### src/rtl/rt_core_pkg.sv
package rt_core_pkg;
  localparam int OPW = 3;

  localparam logic [OPW-1:0] OP_MOVI = 3'd0;
  localparam logic [OPW-1:0] OP_MOVM = 3'd1;
  localparam logic [OPW-1:0] OP_ADDI = 3'd2;
  localparam logic [OPW-1:0] OP_ADDR = 3'd3;
  localparam logic [OPW-1:0] OP_HALT = 3'd7;

  typedef enum logic [3:0] {
    S_FMAR, S_FINC, S_FRD, S_FIR,
    S_MOVI, S_ADDI, S_ADDR,
    S_MMAR, S_MRD, S_MWB,
    S_HALT
  } state_t;

  typedef enum logic [1:0] {WS_IMM, WS_ALU, WS_MDR} wsel_t;
endpackage

### src/rtl/rt_mem.sv
module rt_mem #(
  parameter int AW = 6,
  parameter int DW = 13
) (
  input  logic          clk,
  input  logic          we,
  input  logic [AW-1:0] waddr,
  input  logic [DW-1:0] wdata,
  input  logic          re,
  input  logic [AW-1:0] raddr,
  output logic [DW-1:0] rdata
);
  localparam int DEPTH = 1 << AW;

  logic [DW-1:0] mem_q [DEPTH];
  logic [DW-1:0] rd_q;

  always_ff @(posedge clk) begin
    if (we) mem_q[waddr] <= wdata;
  end

  // registered read port; it serves as the data register
  always_ff @(posedge clk) begin
    if (re) rd_q <= mem_q[raddr];
  end

  assign rdata = rd_q;
endmodule

### src/rtl/rt_alu.sv
module rt_alu #(
  parameter int DW = 13
) (
  input  logic [DW-1:0] a,
  input  logic [DW-1:0] b,
  output logic [DW-1:0] sum,
  output logic [3:0]    flags
);
  logic [DW:0] wide;
  logic        ovf;

  always_comb begin
    wide  = {1'b0, a} + {1'b0, b};
    sum   = wide[DW-1:0];
    ovf   = (a[DW-1] == b[DW-1]) && (sum[DW-1] != a[DW-1]);
    flags = {sum[DW-1], (sum == '0), ovf, wide[DW]};
  end
endmodule

### src/rtl/rt_regs.sv
module rt_regs #(
  parameter int DW  = 13,
  parameter int RIW = 2
) (
  input  logic               clk,
  input  logic               rst,
  input  logic               we,
  input  logic [RIW-1:0]     waddr,
  input  logic [DW-1:0]      wdata,
  input  logic [RIW-1:0]     sel_a,
  input  logic [RIW-1:0]     sel_b,
  output logic [DW-1:0]      rd_a,
  output logic [DW-1:0]      rd_b,
  input  logic               flag_we,
  input  logic [3:0]         flag_in,
  output logic [3:0]         flags_o,
  output logic [(1<<RIW)*DW-1:0] regs_o
);
  localparam int NREG = 1 << RIW;

  logic [DW-1:0] regs_q [NREG];
  logic [3:0]    flags_q;

  always_ff @(posedge clk) begin
    if (rst) begin
      for (int i = 0; i < NREG; i++) regs_q[i] <= '0;
      flags_q <= '0;
    end else begin
      if (we) regs_q[waddr] <= wdata;
      if (flag_we) flags_q <= flag_in;
    end
  end

  assign rd_a    = regs_q[sel_a];
  assign rd_b    = regs_q[sel_b];
  assign flags_o = flags_q;

  for (genvar g = 0; g < NREG; g++) begin : g_out
    assign regs_o[g*DW +: DW] = regs_q[g];
  end


  flag_hold_chk: assert property (@(posedge clk) disable iff (rst)
    !flag_we |=> $stable(flags_o));


  reg_hold_chk: assert property (@(posedge clk) disable iff (rst)
    !we |=> $stable(regs_o));
endmodule

### src/rtl/rt_ctrl.sv
module rt_ctrl
  import rt_core_pkg::*;
#(
  parameter int AW  = 6,
  parameter int RIW = 2,
  parameter int DW  = 13
) (
  input  logic           clk,
  input  logic           rst,
  input  logic [DW-1:0]  mdr_i,
  output logic [AW-1:0]  mar_o,
  output logic           mem_re_o,
  output logic [AW-1:0]  pc_o,
  output logic           halt_o,
  output logic [RIW-1:0] dst_o,
  output logic [RIW-1:0] src_o,
  output logic [AW-1:0]  imm_o,
  output logic           rf_we_o,
  output logic           flag_we_o,
  output logic           b_imm_o,
  output wsel_t          wsel_o
);
  state_t         state_q;
  logic [AW-1:0]  pc_q, mar_q;
  logic [DW-1:0]  ir_q;
  logic           halt_q;
  logic [OPW-1:0] fetched_op;

  assign fetched_op = mdr_i[DW-1 -: OPW];

  always_ff @(posedge clk) begin
    if (rst) begin
      state_q <= S_FMAR;
      pc_q    <= '0;
      mar_q   <= '0;
      ir_q    <= '0;
      halt_q  <= 1'b0;
    end else begin
      case (state_q)
        S_FMAR: begin mar_q <= pc_q;        state_q <= S_FINC; end
        S_FINC: begin pc_q  <= pc_q + 1'b1; state_q <= S_FRD;  end
        S_FRD:  state_q <= S_FIR;
        S_FIR: begin
          ir_q <= mdr_i;
          case (fetched_op)
            OP_MOVI: state_q <= S_MOVI;
            OP_ADDI: state_q <= S_ADDI;
            OP_ADDR: state_q <= S_ADDR;
            OP_MOVM: state_q <= S_MMAR;
            OP_HALT: begin state_q <= S_HALT; halt_q <= 1'b1; end
            default: state_q <= S_FMAR;
          endcase
        end
        S_MMAR: begin mar_q <= ir_q[AW-1:0]; state_q <= S_MRD; end
        S_MRD:  state_q <= S_MWB;
        S_HALT: state_q <= S_HALT;
        default: state_q <= S_FMAR;
      endcase
    end
  end

  always_comb begin
    mem_re_o  = (state_q == S_FRD) || (state_q == S_MRD);
    rf_we_o   = (state_q == S_MOVI) || (state_q == S_ADDI) ||
                (state_q == S_ADDR) || (state_q == S_MWB);
    flag_we_o = (state_q == S_ADDI) || (state_q == S_ADDR);
    b_imm_o   = (state_q == S_ADDI);
    case (state_q)
      S_MOVI:  wsel_o = WS_IMM;
      S_MWB:   wsel_o = WS_MDR;
      default: wsel_o = WS_ALU;
    endcase
  end

  assign mar_o  = mar_q;
  assign pc_o   = pc_q;
  assign halt_o = halt_q;
  assign dst_o  = ir_q[DW-OPW-1 -: RIW];
  assign src_o  = ir_q[DW-OPW-RIW-1 -: RIW];
  assign imm_o  = ir_q[AW-1:0];


  pc_hold_chk: assert property (@(posedge clk) disable iff (rst)
    (state_q != S_FINC) |=> $stable(pc_q));


  halt_sticky_chk: assert property (@(posedge clk) disable iff (rst)
    halt_q |=> (halt_q && $stable(pc_q) && !rf_we_o));


  halt_state_chk: assert property (@(posedge clk) disable iff (rst)
    halt_q |-> (state_q == S_HALT));


  mar_addr_chk: assert property (@(posedge clk) disable iff (rst)
    (state_q == S_MRD) |-> (mar_q == ir_q[AW-1:0]));
endmodule

### src/rtl/rt_core.sv
module rt_core
  import rt_core_pkg::*;
#(
  parameter int AW  = 6,
  parameter int RIW = 2
) (
  input  logic                           clk,
  input  logic                           rst,
  input  logic                           prog_we,
  input  logic [AW-1:0]                  prog_addr,
  input  logic [OPW+2*RIW+AW-1:0]        prog_data,
  output logic                           halt_o,
  output logic [AW-1:0]                  pc_o,
  output logic [3:0]                     flags_o,
  output logic [(1<<RIW)*(OPW+2*RIW+AW)-1:0] regs_o
);
  localparam int DW = OPW + 2*RIW + AW;

  logic [DW-1:0]  mdr, rd_a, rd_b, alu_b, alu_sum, wdata;
  logic [AW-1:0]  mar, imm;
  logic [RIW-1:0] dst, src;
  logic           mem_re, rf_we, flag_we, b_imm;
  logic [3:0]     alu_flags;
  wsel_t          wsel;

  rt_mem #(.AW(AW), .DW(DW)) mem_i (
    .clk(clk), .we(prog_we), .waddr(prog_addr), .wdata(prog_data),
    .re(mem_re), .raddr(mar), .rdata(mdr)
  );

  rt_ctrl #(.AW(AW), .RIW(RIW), .DW(DW)) ctrl_i (
    .clk(clk), .rst(rst), .mdr_i(mdr), .mar_o(mar), .mem_re_o(mem_re),
    .pc_o(pc_o), .halt_o(halt_o), .dst_o(dst), .src_o(src), .imm_o(imm),
    .rf_we_o(rf_we), .flag_we_o(flag_we), .b_imm_o(b_imm), .wsel_o(wsel)
  );

  assign alu_b = b_imm ? {{(DW-AW){1'b0}}, imm} : rd_b;

  rt_alu #(.DW(DW)) alu_i (
    .a(rd_a), .b(alu_b), .sum(alu_sum), .flags(alu_flags)
  );

  always_comb begin
    case (wsel)
      WS_IMM:  wdata = {{(DW-AW){1'b0}}, imm};
      WS_MDR:  wdata = mdr;
      default: wdata = alu_sum;
    endcase
  end

  rt_regs #(.DW(DW), .RIW(RIW)) regs_i (
    .clk(clk), .rst(rst), .we(rf_we), .waddr(dst), .wdata(wdata),
    .sel_a(dst), .sel_b(src), .rd_a(rd_a), .rd_b(rd_b),
    .flag_we(flag_we), .flag_in(alu_flags), .flags_o(flags_o),
    .regs_o(regs_o)
  );
endmodule

### config.mk
export PLATFORM = sky130hd
export DESIGN_NAME = rt_core
export DESIGN_NICKNAME = d
export VERILOG_FILES = /design/src/rtl/rt_core_pkg.sv /design/src/rtl/rt_mem.sv /design/src/rtl/rt_alu.sv /design/src/rtl/rt_regs.sv /design/src/rtl/rt_ctrl.sv /design/src/rtl/rt_core.sv
export SDC_FILE = /design/constraint.sdc
export NUM_CORES = 1
export LEC_CHECK = 0
export BUFFER_PORTS_ARGS = -buffer_cell sky130_fd_sc_hd__buf_4
export CORE_UTILIZATION = 60
export CTS_CLUSTER_SIZE = 16
export DETAILED_ROUTE_END_ITERATION = 10
export PLACE_DENSITY = 0.77
export REMOVE_ABC_BUFFERS = 1
export SETUP_SLACK_MARGIN = 0.2
export SLEW_MARGIN = 25
export SYNTH_ARGS = -nofsm -noshare
export SYNTH_HDL_FRONTEND = slang
export SYNTH_SLANG_ARGS = --single-unit
### constraint.sdc
create_clock -name clk -period 4.5 [get_ports clk]
set_input_delay 0 -clock clk [delete_from_list [all_inputs] [get_ports clk]]
set_output_delay 0 -clock clk [all_outputs]
set_load 0.02 [all_outputs]
# ---- Word level (Yosys, flattened, before mapping)
# Memory sizes are Yosys's and may differ from the RTL's. A register that Yosys moved wholly into a read port is not among the register bits.
# Cells that the tools add are included.
dict set report classes {
  n_addsub 2
  n_eq_ne 17
  mux 20
  n_reduce_logical 13
}
# operator n
set ops {}
lappend ops {{4-bit one-hot mux with 7 select lines} 1}
lappend ops {{13-bit two-way mux} 2}
lappend ops {{13-bit one-hot mux with 2 select lines} 1}
lappend ops {{4-bit one-hot mux with 5 select lines} 1}
lappend ops {{4-bit by 3-bit equality test with 1-bit output, second input constant} 4}
lappend ops {{13-bit by 13-bit adder with 14-bit output} 1}
lappend ops {{13-bit zero test} 1}
lappend ops {{13-bit OR reduction} 1}
lappend ops {{4-bit equality test, second input constant} 3}
lappend ops {{6-bit one-hot mux with 2 select lines} 1}
lappend ops {{2-bit two-way mux} 5}
lappend ops {{4-bit by 2-bit equality test with 1-bit output, second input constant} 2}
lappend ops {{1-bit two-way mux} 8}
lappend ops {{6-bit by 1-bit adder with 6-bit output, second input constant} 1}
lappend ops {{3-bit by 2-bit equality test with 1-bit output, second input constant} 2}
lappend ops {{1-bit logical OR} 5}
lappend ops {{4-bit by 1-bit equality test with 1-bit output, second input constant} 1}
lappend ops {{4-bit zero test} 1}
lappend ops {{2-bit one-hot mux with 2 select lines} 1}
lappend ops {{3-bit by 1-bit equality test with 1-bit output, second input constant} 1}
lappend ops {{3-bit equality test, second input constant} 1}
lappend ops {{3-bit zero test} 1}
lappend ops {{2-bit equality test, second input constant} 1}
lappend ops {{2-bit zero test} 1}
lappend ops {{5 further kinds} 5}
dict set report totals {
  regBits 31
  ram_bits 884
  input_bits 22
  output_inout_bits 63
  word_cells 60
  mem_count 2
}
# memory words width read_ports rd_clocked_by_memory_dff wr line
set memory_table {}
lappend memory_table {mem_i.mem_q 64 13 1 1 1 rt_mem.sv:15} ;# logic [DW-1:0] mem_q [DEPTH];
lappend memory_table {regs_i.regs_q 4 13 6 2 4 rt_regs.sv:21} ;# logic [DW-1:0] regs_q [NREG];

# ---- Depth between registers and ports, before layout
# Gate-level depths: netlist of the first run.
dict set report logic_depth {
  word_depth 9
  depth_mapped 15
  depth_no_buf 13
}

# ---- Hierarchy
# A second synthesis of the first run with hierarchy kept.
dict set report hier_totals {
  hier_cells 1841
  hier_area_um2 37528.5
}
# mod instances cells_each area_each_um2 seq_area_each_um2
set by_module_without_submodules {}
lappend by_module_without_submodules {rt_mem 1 1402 32474.9 25374.3}
lappend by_module_without_submodules {rt_regs 1 162 2778.9 1641.6}
lappend by_module_without_submodules {rt_ctrl 1 144 1226.2 540.5}
lappend by_module_without_submodules {rt_alu 1 89 696.9 0.0}
lappend by_module_without_submodules {rt_core 1 44 351.6 0.0}

# ---- Worst setup path before layout of the first run
# Ideal clock, no wire load.
dict set report synth_path {
  path_type {flip-flop to flip-flop}
  startpoint {register (tool-made name)}
  endpoint {register regs_i.flags_q[2] (netlist: regs_i.flags_o[2])}
  setup_ns 0.069
  arrival_ns 3.763
  required_ns 4.431
  slack_ns 0.668
  stages_incl_launch_ff 12
  path_buffers 1
  synth_period_minus_slack_ns 3.832
  path_cell_list {dfxtp_1 buf_1 mux4_2 mux2_2 ha_1 a21oi_1 o221a_2 a21oi_1 a2111o_1 xor2_1 or4_1 o21ai_1}
}
# element line
set synth_lines {}
lappend synth_lines {{to (signal assigned)} rt_regs.sv:30} ;# if (flag_we) flags_q <= flag_in;
lappend synth_lines {{to (decl)} rt_regs.sv:22} ;# logic [3:0] flags_q;

# ---- Final worst setup path of the first run
dict set report layout_path {
  startpoint {register ctrl_i.state_q[0]}
  endpoint {register regs_i.flags_q[2] (netlist: regs_i.flags_o[2])}
}
dict set report layout_between {
  elab_chain_cells 4
  elab_cells_between_ends 6
}
# element line
set layout_rtl {}
lappend layout_rtl {{from (decl)} rt_ctrl.sv:23} ;# state_t state_q;
lappend layout_rtl {{from (signal assigned)} rt_ctrl.sv:33} ;# state_q <= S_FMAR;
lappend layout_rtl {{from (signal assigned)} rt_ctrl.sv:40} ;# S_FMAR: begin mar_q <= pc_q; state_q <= S_FINC; end
lappend layout_rtl {{from (signal assigned)} rt_ctrl.sv:41} ;# S_FINC: begin pc_q <= pc_q + 1'b1; state_q <= S_FRD; end
lappend layout_rtl {{4-bit by 3-bit equality test with 1-bit output} {rt_ctrl.sv:66, rt_ctrl.sv:67}}
lappend layout_rtl {{13-bit two-way mux} rt_core.sv:37} ;# assign alu_b = b_imm ? {{(DW-AW){1'b0}}, imm} : rd_b;
lappend layout_rtl {{13-bit by 13-bit adder with 14-bit output} rt_alu.sv:13} ;# wide = {1'b0, a} + {1'b0, b};
lappend layout_rtl {{13-bit zero test} rt_alu.sv:16} ;# flags = {sum[DW-1], (sum == '0), ovf, wide[DW]};
# Parallel ways exist; a longest one is shown, timed or not.
# A chain may end at the register's enable or synchronous reset.

==> impl_metrics.env, run 1 <==
export IMPL_outcome="completed"
export IMPL_diodes=0
export IMPL_cts_sinks=932
export IMPL_drtAntennaViolNets=0
export IMPL_hold_start="prog_addr[3]"
export IMPL_grt_max_degree=65
export IMPL_rsz0062_at_grt="no"
export IMPL_gp_congestion=0.877
export IMPL_grt_overflow=0
export IMPL_synth_edf_count=897
export IMPL_vias_per_cell=6.71
export IMPL_startpoint_type="register"
export IMPL_met1_length_mm=33.2
export IMPL_cp_arrival_ns=4.50
export IMPL_hold_viol=0
export IMPL_path_class="reg -> reg"
export IMPL_pin_count=85
export IMPL_route_detailed_drc=0
export IMPL_p_switching_uw=3800
export IMPL_insertion_delay_ns=0.63
export IMPL_min_to="mem_i.mem_q[63][12]$_DFFE_PP_"
export IMPL_ys_top_cells_by_area="edfxtp_1 73%, mux4_2 17%, dfxtp_1 1.9%, nor2_1 1.5%, a21oi_1 0.61%"
export IMPL_drt_iter0_drc=2198
export IMPL_pre_cts_ws_ns=0.620
export IMPL_cts_max_path_buffers=3
export IMPL_grt_antenna_before_repair=4
export IMPL_clk_pin_slew_worst_paths_ns=0.06
export IMPL_worst_r2r_endpoint="regs_i.flags_o[2]$_SDFFE_PP0P_"
export IMPL_synthTopCellsByCount="897 x edfxtp_1, 287 x mux4_2, 145 x nor2_1, 54 x clkbuf_1, 45 x a21oi_1"
export IMPL_fin_area_mm2=0.0420
export IMPL_post_route_period_util_pct=87.5
export IMPL_clock_power_share_pct=40.7
export IMPL_ys_ff_latch=932
export IMPL_grt_pass1_vias=18900
export IMPL_peakVddDrop_uv=371
export IMPL_slew_violations=0
export IMPL_io_buffers=84
export IMPL_fin_skew_ns=0.0145
export IMPL_relSlewSlack_pct=28.6
export IMPL_p_leak_uw=0.0131
export IMPL_hp_class="in -> reg"
export IMPL_setup_viol=0
export IMPL_internal_power_uw=14200
export IMPL_synth_top_cell_area_share_pct=72.8
export IMPL_detail_route_wirelength_mm=86.2
export IMPL_top_layer="met4"
export IMPL_synth_seq_area_share_pct=74.7
export IMPL_reg2reg_depth=12
export IMPL_netlist_instances=1744
export IMPL_crit_fanout=10
export IMPL_maxCapViolCount=0
export IMPL_vias=18600
export IMPL_p_per_area_mw_per_mm2=430
export IMPL_dieArea_mm2=0.0627
export IMPL_numCtsBuffers=91
export IMPL_wl_per_cell_um=31.1
export IMPL_wl_met3_mm=8.58
export IMPL_dr_wl_met2_mm=42.3
export IMPL_yosys_warnings=0
export IMPL_fin_ws_ns=0.561
export IMPL_ys_flop_type="edfxtp_1"
export IMPL_max_freq_ghz=0.254
export IMPL_synthArstFlopShare_pct=0
export IMPL_cts_root_buf="clkbuf_16"
export IMPL_finalCriticalPeriod_ns=3.94
export IMPL_reg2reg_from="ctrl_i.state_q[0]$_SDFF_PP0_"
export IMPL_syn_area_mm2=0.0370
export IMPL_dp_hpwl_mm=49.8
export IMPL_fin_nets=1956
export IMPL_cp_end_kind="register"
export IMPL_post_route_cells_drive_above_1_share_pct=31.1
export IMPL_pwr_share_comb_pct=5.7
export IMPL_syn_avg_cell_area_um2=21.2
export IMPL_rrSetupSlack_ns=0.56
export IMPL_synth_top_area_cell="edfxtp_1"
export IMPL_core_mm2=0.0606
export IMPL_firstDrtPassIters=5
export IMPL_cts_max_level=3
export IMPL_seqPwrFrac_pct=53.6
export IMPL_cts_tree="built"
export IMPL_fillers=3570
export IMPL_area_growth_pct=13.5
export IMPL_tightest_slew_ns=1.07
export IMPL_cts_resized=0
export IMPL_hold_path_depth=3
export IMPL_required_ns=5.06
export IMPL_ys_types=52
export IMPL_initial_utilization_pct=61.1
export IMPL_die_w_um=250
export IMPL_row_count=90
export IMPL_switching_share_pct=21.1
export IMPL_grt_pass1_wl_mm=127
export IMPL_place_area_mm2=0.0390
export IMPL_yosysMostFrequentCell="edfxtp_1"
export IMPL_grt_use_total_pct=28.4
export IMPL_die_height_um=250
==> timing repair <==
| item | 4_1_cts | 5_1_grt |
|---|---|---|
| hold buffers | 14 | 0 |
| endpoints found under the setup margin | 0 | 0 |
| hold endpoints to repair | 851 | 0 |
| buffers inserted | 0 | 0 |
==> placed cells by master, fill, tap and decap left out, drive strengths merged, types with 19 or more instances in the layout <==
cell type  instances
nor2             145
mux2i             19
clkinv            38
nand2             39
buf              162
dfxtp             35
a21oi             45
a211oi            20
nor2b             25
clkbuf           115
mux4             287
edfxtp           897
==> power groups by stage <==
stage	Sequential, uW	Clock [uW]	Combinational (uW)
after floorplan	9920	0	624
after global placement	9840	0	982
after detailed placement	9850	0	1010
after CTS	9660	7430	1030
after global routing	9670	7730	1090
final	9660	7350	1030
==> how the worst max path moves through the flow <==
stage	start	endpoint	slack [ns]	depth (start not counted)
3_5_place_dp	ctrl_i.state_q[0]$_SDFF_PP0_	regs_i.flags_o[2]$_SDFFE_PP0P_	0.62	12
4_1_cts	ctrl_i.state_q[0]$_SDFF_PP0_	regs_i.flags_o[2]$_SDFFE_PP0P_	0.58	12
2_1_floorplan	ctrl_i.mar_o[0]$_SDFFE_PP0P_	mem_i.rdata[12]$_DFFE_PP_	-5.87	3
6_report	ctrl_i.state_q[0]$_SDFF_PP0_	regs_i.flags_o[2]$_SDFFE_PP0P_	0.56	12
5_1_grt	ctrl_i.state_q[0]$_SDFF_PP0_	regs_i.regs_q[3][12]$_DFFE_PP_	0.34	12
3_3_place_gp	ctrl_i.state_q[0]$_SDFF_PP0_	regs_i.flags_o[2]$_SDFFE_PP0P_	0.70	12
==> kinds of logic after synthesis <==
logic type / count (synthesis) / synth area share, %
flops: 932 / 74.7
xor+xnor: 16 / 0.379
fa+ha+maj: 15 / 0.528
buf+inv: 100 / 1.18
mux: 312 / 18.2
simple gates: 266 / 3.25
compound gates: 103 / 1.79
==> critical path: stages (launching register included) <==
cell and delay, ns:
dfxtp_1 0.54, nand2b_1 0.18, nor2_1 0.20, mux2_2 0.36
ha_1 0.22, fa_1 0.48, a21oi_1 0.23, o221a_2 0.33
a21oi_1 0.09, a2111o_1 0.40, xor2_1 0.18, or4_1 0.51
o21ai_1 0.13
==> through the flow <==
step	utilization [%]	total power, uW	cells	setup TNS, ns	hold WS, ns
floorplan	-	10500	1650	-81.40	0.0691
global placement	64.3	10800	2594	0	0.413
detailed placement	64.3	10900	2594	0	0.419
CTS	69.3	18100	2772	0	0.105
global route	69.3	18500	2772	0	0.164
finish	69.3	18000	2772	0	0.136
==> metal layers <==
metal / GRT usage, % / up-vias
li1: - / 7619
met1: 41.2 / 9687
met2: 45.3 / 1147
met3: 4.80 / 146
met4: 8.27 / 0
met5: 0 / -
==> state kept, by name (all words and copies together), names as in the netlist, named ones only <==
signal and count:
ctrl_i.halt_o 1, ctrl_i.ir_q 10, ctrl_i.mar_o 6, ctrl_i.pc_o 6
ctrl_i.state_q 4, mem_i.mem_q 832, mem_i.rdata 13, regs_i.flags_o 4
regs_i.regs_q 52
==> area by class of cell <==
class,instances,area [um^2],area share (%)
flip-flops and latches,932,27700,65.9
multi-input cells,712,8990,21.4
clock buffers,115,2500,5.96
repair buffers,176,1470,3.50
well taps,782,978,2.33
clock inverters,49,374,0.891
inverters,6,22.5,0.0536
No activity file was read; power rests on OpenSTA's default activity.
==> run 2: changes to the inputs <==
--- a/config.mk
+++ b/config.mk
@@ -10,6 +10,7 @@
 export CTS_CLUSTER_SIZE = 16
 export DETAILED_ROUTE_END_ITERATION = 10
 export PLACE_DENSITY = 0.77
+export RECOVER_POWER = 50
 export REMOVE_ABC_BUFFERS = 1
 export SETUP_SLACK_MARGIN = 0.2
 export SLEW_MARGIN = 25
==> run 2 against run 1 <==
Compared with the run above: the flow now finishes with violations (capacitance limit, slew limit); first-iteration DRC count shrank 0.59%; register-to-register slack is essentially flat; clock-buffer cell count did not move; utilization is 0.15 points lower; non-clock buffer count stayed put.
==> impl_metrics.env, run 2 (same netlist as run 1, synthesis figures left out) <==
export IMPL_outcome="complete, but fails checks"
export IMPL_violations="capacitance limit, slew limit"
export IMPL_cp_common_cell="a21oi_1"
export IMPL_grt_pass1_vias=18900
export IMPL_finalPower_uw=18000
export IMPL_cts_sinks=932
export IMPL_finalCriticalPeriod_ns=3.94
export IMPL_dieArea_mm2=0.0627
export IMPL_pin_count=85
export IMPL_post_route_cells_drive_above_1_share_pct=29.9
export IMPL_worstPathCellList="nand2b_1, nor2_1, mux2_2, ha_1, fa_1, a21oi_1, o221a_2, a21oi_1, a2111o_1, xor2_1, or4_1, o21ai_1"
export IMPL_drtAntennaViolNets=0
export IMPL_layout_common_cells="897 x edfxtp_1, 287 x mux4_2, 129 x buf_4"
export IMPL_rrSetupSlack_ns=0.56
export IMPL_hp_class="in -> reg"
export IMPL_cp_arrival_ns=4.50
export IMPL_p_leak_uw=0.0131
export IMPL_grt_pass1_wl_mm=127
export IMPL_maxCapViolCount=13
export IMPL_vias_per_cell=6.71
export IMPL_grt_use_total_pct=28.4
export IMPL_relSlewSlack_pct=-121
export IMPL_core_mm2=0.0606
export IMPL_die_w_um=250
export IMPL_max_freq_ghz=0.254
export IMPL_startpoint_type="register"
export IMPL_post_cts_buffers=0
export IMPL_setup_viol=0
export IMPL_gp_congestion=0.877
export IMPL_p_per_area_mw_per_mm2=431
export IMPL_post_route_period_util_pct=87.5
export IMPL_route_detailed_drc=0
export IMPL_rsz0062_at_grt="no"
export IMPL_numCtsBuffers=91
export IMPL_cp_slowest_stage_delay_ns=0.54
export IMPL_hold_start="prog_addr[3]"
export IMPL_tightest_slew_ns=3.32
export IMPL_required_ns=5.06
export IMPL_fin_nets=1956
export IMPL_wl_per_cell_um=31.1
export IMPL_cp_end_kind="register"
export IMPL_die_height_um=250
export IMPL_cpMaxStageDelayCell="dfxtp_1"
export IMPL_min_to="mem_i.mem_q[63][12]$_DFFE_PP_"
export IMPL_insertion_delay_ns=0.63
export IMPL_cts_tree="built"
export IMPL_path_class="reg -> reg"
export IMPL_worst_r2r_endpoint="regs_i.flags_o[2]$_SDFFE_PP0P_"
export IMPL_io_buffers=84
export IMPL_initial_utilization_pct=61.1
export IMPL_cts_root_buf="clkbuf_16"
export IMPL_row_count=90
export IMPL_reg2reg_depth=12
export IMPL_multiInputGateArea_mm2=0.00899
export IMPL_reg2reg_from="ctrl_i.state_q[0]$_SDFF_PP0_"
export IMPL_vias=18600
export IMPL_top_register="mem_i.mem_q"
export IMPL_grt_antenna_before_repair=4
export IMPL_cts_max_path_buffers=3
export IMPL_fin_skew_ns=0.0159
export IMPL_seqCellArea_mm2=0.0277
export IMPL_cts_max_level=3
export IMPL_hold_viol=0
export IMPL_fillers=3600
export IMPL_tns_ns=0
export IMPL_hold_path_depth=3
export IMPL_grt_overflow=0
export IMPL_area_growth_pct=13.3
export IMPL_firstDrtPassIters=5
export IMPL_clk_pin_slew_worst_paths_ns=0.06
export IMPL_crit_fanout=10
export IMPL_final_common_cell="edfxtp_1"
export IMPL_dp_hpwl_mm=49.8
export IMPL_slew_violations=845
export IMPL_peakVddDrop_uv=368
export IMPL_drt_iter0_drc=2185
export IMPL_grt_max_degree=65
export IMPL_largest_register_ff_count=832
export IMPL_diodes=0
export IMPL_detail_route_wirelength_mm=86.3
==> run 2: cell types whose count changed in the layout (fill, tap and decap cells not counted) <==
cell	delta
buf_4	-24
clkbuf_1	+24
==> run 2: worst max path at each step <==
| stage | from | endpoint |
|---|---|---|
| 2_1_floorplan | ctrl_i.mar_o[0]$_SDFFE_PP0P_ | mem_i.rdata[12]$_DFFE_PP_ |
| 3_3_place_gp | ctrl_i.state_q[0]$_SDFF_PP0_ | regs_i.flags_o[2]$_SDFFE_PP0P_ |
| 3_5_place_dp | ctrl_i.state_q[0]$_SDFF_PP0_ | regs_i.flags_o[2]$_SDFFE_PP0P_ |
| 4_1_cts | ctrl_i.state_q[0]$_SDFF_PP0_ | regs_i.flags_o[2]$_SDFFE_PP0P_ |
| 5_1_grt | ctrl_i.state_q[0]$_SDFF_PP0_ | regs_i.regs_q[3][12]$_DFFE_PP_ |
| 6_report | ctrl_i.state_q[0]$_SDFF_PP0_ | regs_i.flags_o[2]$_SDFFE_PP0P_ |
==> run 2: layout make-up <==
type | instances | share of cell area, %
repair buffers | 176 | 3.29
clock inverters | 49 | 0.893
multi-input cells | 712 | 21.5
clock buffers | 115 | 5.98
flip-flops and latches | 932 | 66.0
inverters | 6 | 0.0538
well taps | 782 | 2.34
==> run 2: per-stage QoR <==
stage               hold WS, ns  setup slack [ns]  instance area (um^2)  util (%)  cells
finish                    0.136             0.563                 41900      69.2   2772
global route              0.163             0.343                 41900      69.2   2772
CTS                       0.105             0.583                 42000      69.3   2772
detailed placement        0.419             0.620                 39000      64.3   2594
global placement          0.413             0.699                 38900      64.3   2594
floorplan                0.0691             -5.87                 36600         -   1650
==> run 2: repair_timing <==
action	in CTS	in global routing
hold buffers	14	0
endpoints found under the hold margin	851	0
resized for setup	0	0
==> run 2: worst max-delay path, delay by kind of cell, from the launching register on <==
family,cells,cell delay (ns)
AO/OA/AOI/OAI,5,1.18
AND/OR/NAND/NOR,3,0.90
adder cells (fa/ha/maj),2,0.69
flip-flops,1,0.54
multiplexers,1,0.36
XOR/XNOR,1,0.18
==> run 2: where the power goes <==
part           internal (uW)  leakage (uW)  switching, uW
clock network           4220       0.00141           3130
registers               9610       0.00843           70.3
logic                    420       0.00321            599
==> run 2: metal layers <==
metal / wire length, um / GRT usage [%]
met1: 33400 / 41.2
met2: 42400 / 45.3
met3: 8370 / 4.80
met4: 2150 / 8.27
met5: 0 / 0
==> run 3: changes to the inputs <==
--- a/config.mk
+++ b/config.mk
@@ -7,7 +7,6 @@
 export LEC_CHECK = 0
 export BUFFER_PORTS_ARGS = -buffer_cell sky130_fd_sc_hd__buf_4
 export CORE_UTILIZATION = 60
-export CTS_CLUSTER_SIZE = 16
 export DETAILED_ROUTE_END_ITERATION = 10
 export PLACE_DENSITY = 0.77
 export RECOVER_POWER = 50
==> constraint.sdc (replaced) <==
create_clock -name clk -period 4.7 [get_ports clk]
set_input_delay 0 -clock clk [delete_from_list [all_inputs] [get_ports clk]]
set_output_delay 0 -clock clk [all_outputs]
set_load 0.02 [all_outputs]
==> run 3 against run 2 <==
Compared with the run above: the flow still finishes with violations (capacitance limit, slew limit); power fell by 2.7%; via count fell by 0.53%; maximum frequency fell by 1.3%; clock skew barely moved; sequential share of layout area barely moved; routed wire length fell by 1.3%; cell count fell by 0.51%.
==> impl_metrics.env, run 3 (same netlist as run 1, synthesis figures left out) <==
export IMPL_outcome="complete, but fails checks"
export IMPL_violations="capacitance limit, slew limit"
export IMPL_cp_arrival_ns=4.55
export IMPL_vias=18500
export IMPL_grt_use_total_pct=28.0
export IMPL_fin_ws_ns=0.713
export IMPL_max_freq_ghz=0.251
export IMPL_hp_class="in -> reg"
export IMPL_pin_count=85
export IMPL_pre_cts_ws_ns=0.763
export IMPL_diodes=0
export IMPL_row_count=90
export IMPL_maxCapViolCount=13
export IMPL_grt_overflow=0
export IMPL_clock_power_share_pct=41.8
export IMPL_final_common_cell="edfxtp_1"
export IMPL_dieArea_mm2=0.0627
export IMPL_rsz0062_at_grt="no"
export IMPL_initial_utilization_pct=61.1
export IMPL_hold_viol=0
export IMPL_fillers=3613
export IMPL_p_per_area_mw_per_mm2=419
export IMPL_cp_end_kind="register"
export IMPL_grt_max_degree=65
export IMPL_cts_tree="built"
export IMPL_hold_ws_ns=0.248
export IMPL_route_detailed_drc=0
export IMPL_detail_route_wirelength_mm=85.2
export IMPL_endpoint="regs_i.flags_o[2]$_SDFFE_PP0P_"
export IMPL_required_ns=5.27
export IMPL_reg2reg_from="ctrl_i.state_q[0]$_SDFF_PP0_"
export IMPL_dp_hpwl_mm=49.2
export IMPL_insertion_delay_ns=0.64
export IMPL_path_class="reg -> reg"
export IMPL_crit_fanout=10
export IMPL_finalPower_uw=17600
export IMPL_internal_power_uw=13900
export IMPL_grt_pass1_wl_mm=126
export IMPL_switching_share_pct=20.7
export IMPL_tightest_slew_ns=3.14
export IMPL_post_route_util_pct=69.2
export IMPL_largest_register_ff_count=832
export IMPL_post_route_period_util_pct=84.8
export IMPL_setup_viol=0
export IMPL_die_height_um=250
export IMPL_cts_root_buf="clkbuf_16"
export IMPL_area_growth_pct=13.3
export IMPL_wl_per_cell_um=30.9
export IMPL_gp_congestion=0.876
export IMPL_post_route_cells_drive_above_1_share_pct=29.6
export IMPL_firstDrtPassIters=7
export IMPL_rrSetupSlack_ns=0.71
export IMPL_layout_common_cells="897 x edfxtp_1, 287 x mux4_2, 119 x nor2_1"
export IMPL_pwr_share_comb_pct=5.5
export IMPL_p_leak_uw=0.0130
export IMPL_cts_sinks=932
export IMPL_fin_nets=1940
export IMPL_grt_pass1_vias=18800
export IMPL_cp_startpoint="ctrl_i.state_q[0]$_SDFF_PP0_"
export IMPL_reg2reg_depth=12
export IMPL_cts_resized=0
export IMPL_die_w_um=250
export IMPL_slew_violations=845
export IMPL_startpoint_type="register"
export IMPL_peakVddDrop_uv=473
export IMPL_cts_max_level=3
export IMPL_io_buffers=84
export IMPL_drt_iter0_drc=2387
export IMPL_clk_pin_slew_worst_paths_ns=0.06
export IMPL_numCtsBuffers=90
export IMPL_finalCriticalPeriod_ns=3.99
export IMPL_grt_antenna_before_repair=2
export IMPL_relSlewSlack_pct=-109
export IMPL_post_cts_buffers=0
export IMPL_top_register="mem_i.mem_q"
export IMPL_cts_hold_buf=14
export IMPL_seqPwrFrac_pct=52.8
export IMPL_worst_r2r_endpoint="regs_i.flags_o[2]$_SDFFE_PP0P_"
export IMPL_drtAntennaViolNets=0
export IMPL_vias_per_cell=6.71
export IMPL_fin_skew_ns=0.0161
export IMPL_p_switching_uw=3640
export IMPL_core_mm2=0.0606
export IMPL_cts_max_path_buffers=3
==> run 3: final cells by class <==
type,instances,area (um^2),share of cell area (%)
Multi-Input combinational cell,712,9010,21.5
Timing Repair Buffer,161,1220,2.92
Inverter,6,22.5,0.0537
Tap cell,782,978,2.33
Sequential cell,932,27700,66.0
Clock buffer,115,2430,5.80
Clock inverter,50,588,1.40
==> run 3: worst min-delay path by stage <==
| stage | slack, ns | cells after the start | to | start |
|---|---|---|---|---|
| final | 0.25 | 4 | mem_i.mem_q[13][12]$_DFFE_PP_ | prog_addr[5] |
| after global routing | 0.24 | 4 | mem_i.mem_q[11][10]$_DFFE_PP_ | prog_addr[5] |
| after CTS | 0.19 | 4 | mem_i.mem_q[13][12]$_DFFE_PP_ | prog_addr[4] |
| after detailed placement | 0.42 | 2 | regs_i.flags_o[1]$_SDFFE_PP0P_ | rst |
| after global placement | 0.41 | 2 | ctrl_i.pc_o[1]$_SDFFE_PP0P_ | rst |
| after floorplan | 0.07 | 1 | ctrl_i.halt_o$_SDFFE_PP0P_ | rst |
==> run 3: critical path, cell delays in order (launching register included) <==
cell and delay, ns:
dfxtp_1 0.58, nand2b_1 0.18, nor2_1 0.23, mux2_2 0.37, ha_1 0.22, fa_1 0.47
a21oi_1 0.23, o221a_2 0.32, a21oi_1 0.10, a2111o_1 0.40, xor2_1 0.19, or4_1 0.50
o21ai_1 0.13
==> run 3: through the flow <==
step	cell area, um^2	TNS [ns]	cells
floorplan	36600	-78.40	1650
global placement	38800	0	2579
detailed placement	38800	0	2579
CTS	42000	0	2758
global route	41900	0	2758
finish	41900	0	2758
==> run 3: power by group through the flow <==
stage	combinational [uW]	sequential, uW	clock, uW
6_report	961	9260	7330
4_1_cts	970	9240	7410
2_1_floorplan	598	9500	0
5_1_grt	1020	9260	7720
3_3_place_gp	925	9410	0
3_5_place_dp	946	9420	0
==> run 3: routing by layer <==
layer  GRT usage [%]  up-vias  routed length, um
li1                -     7594                  -
met1            40.0     9709              32800
met2            44.7     1053              42100
met3            4.71      155               7720
met4            9.41        4               2470
met5               0        -                 27
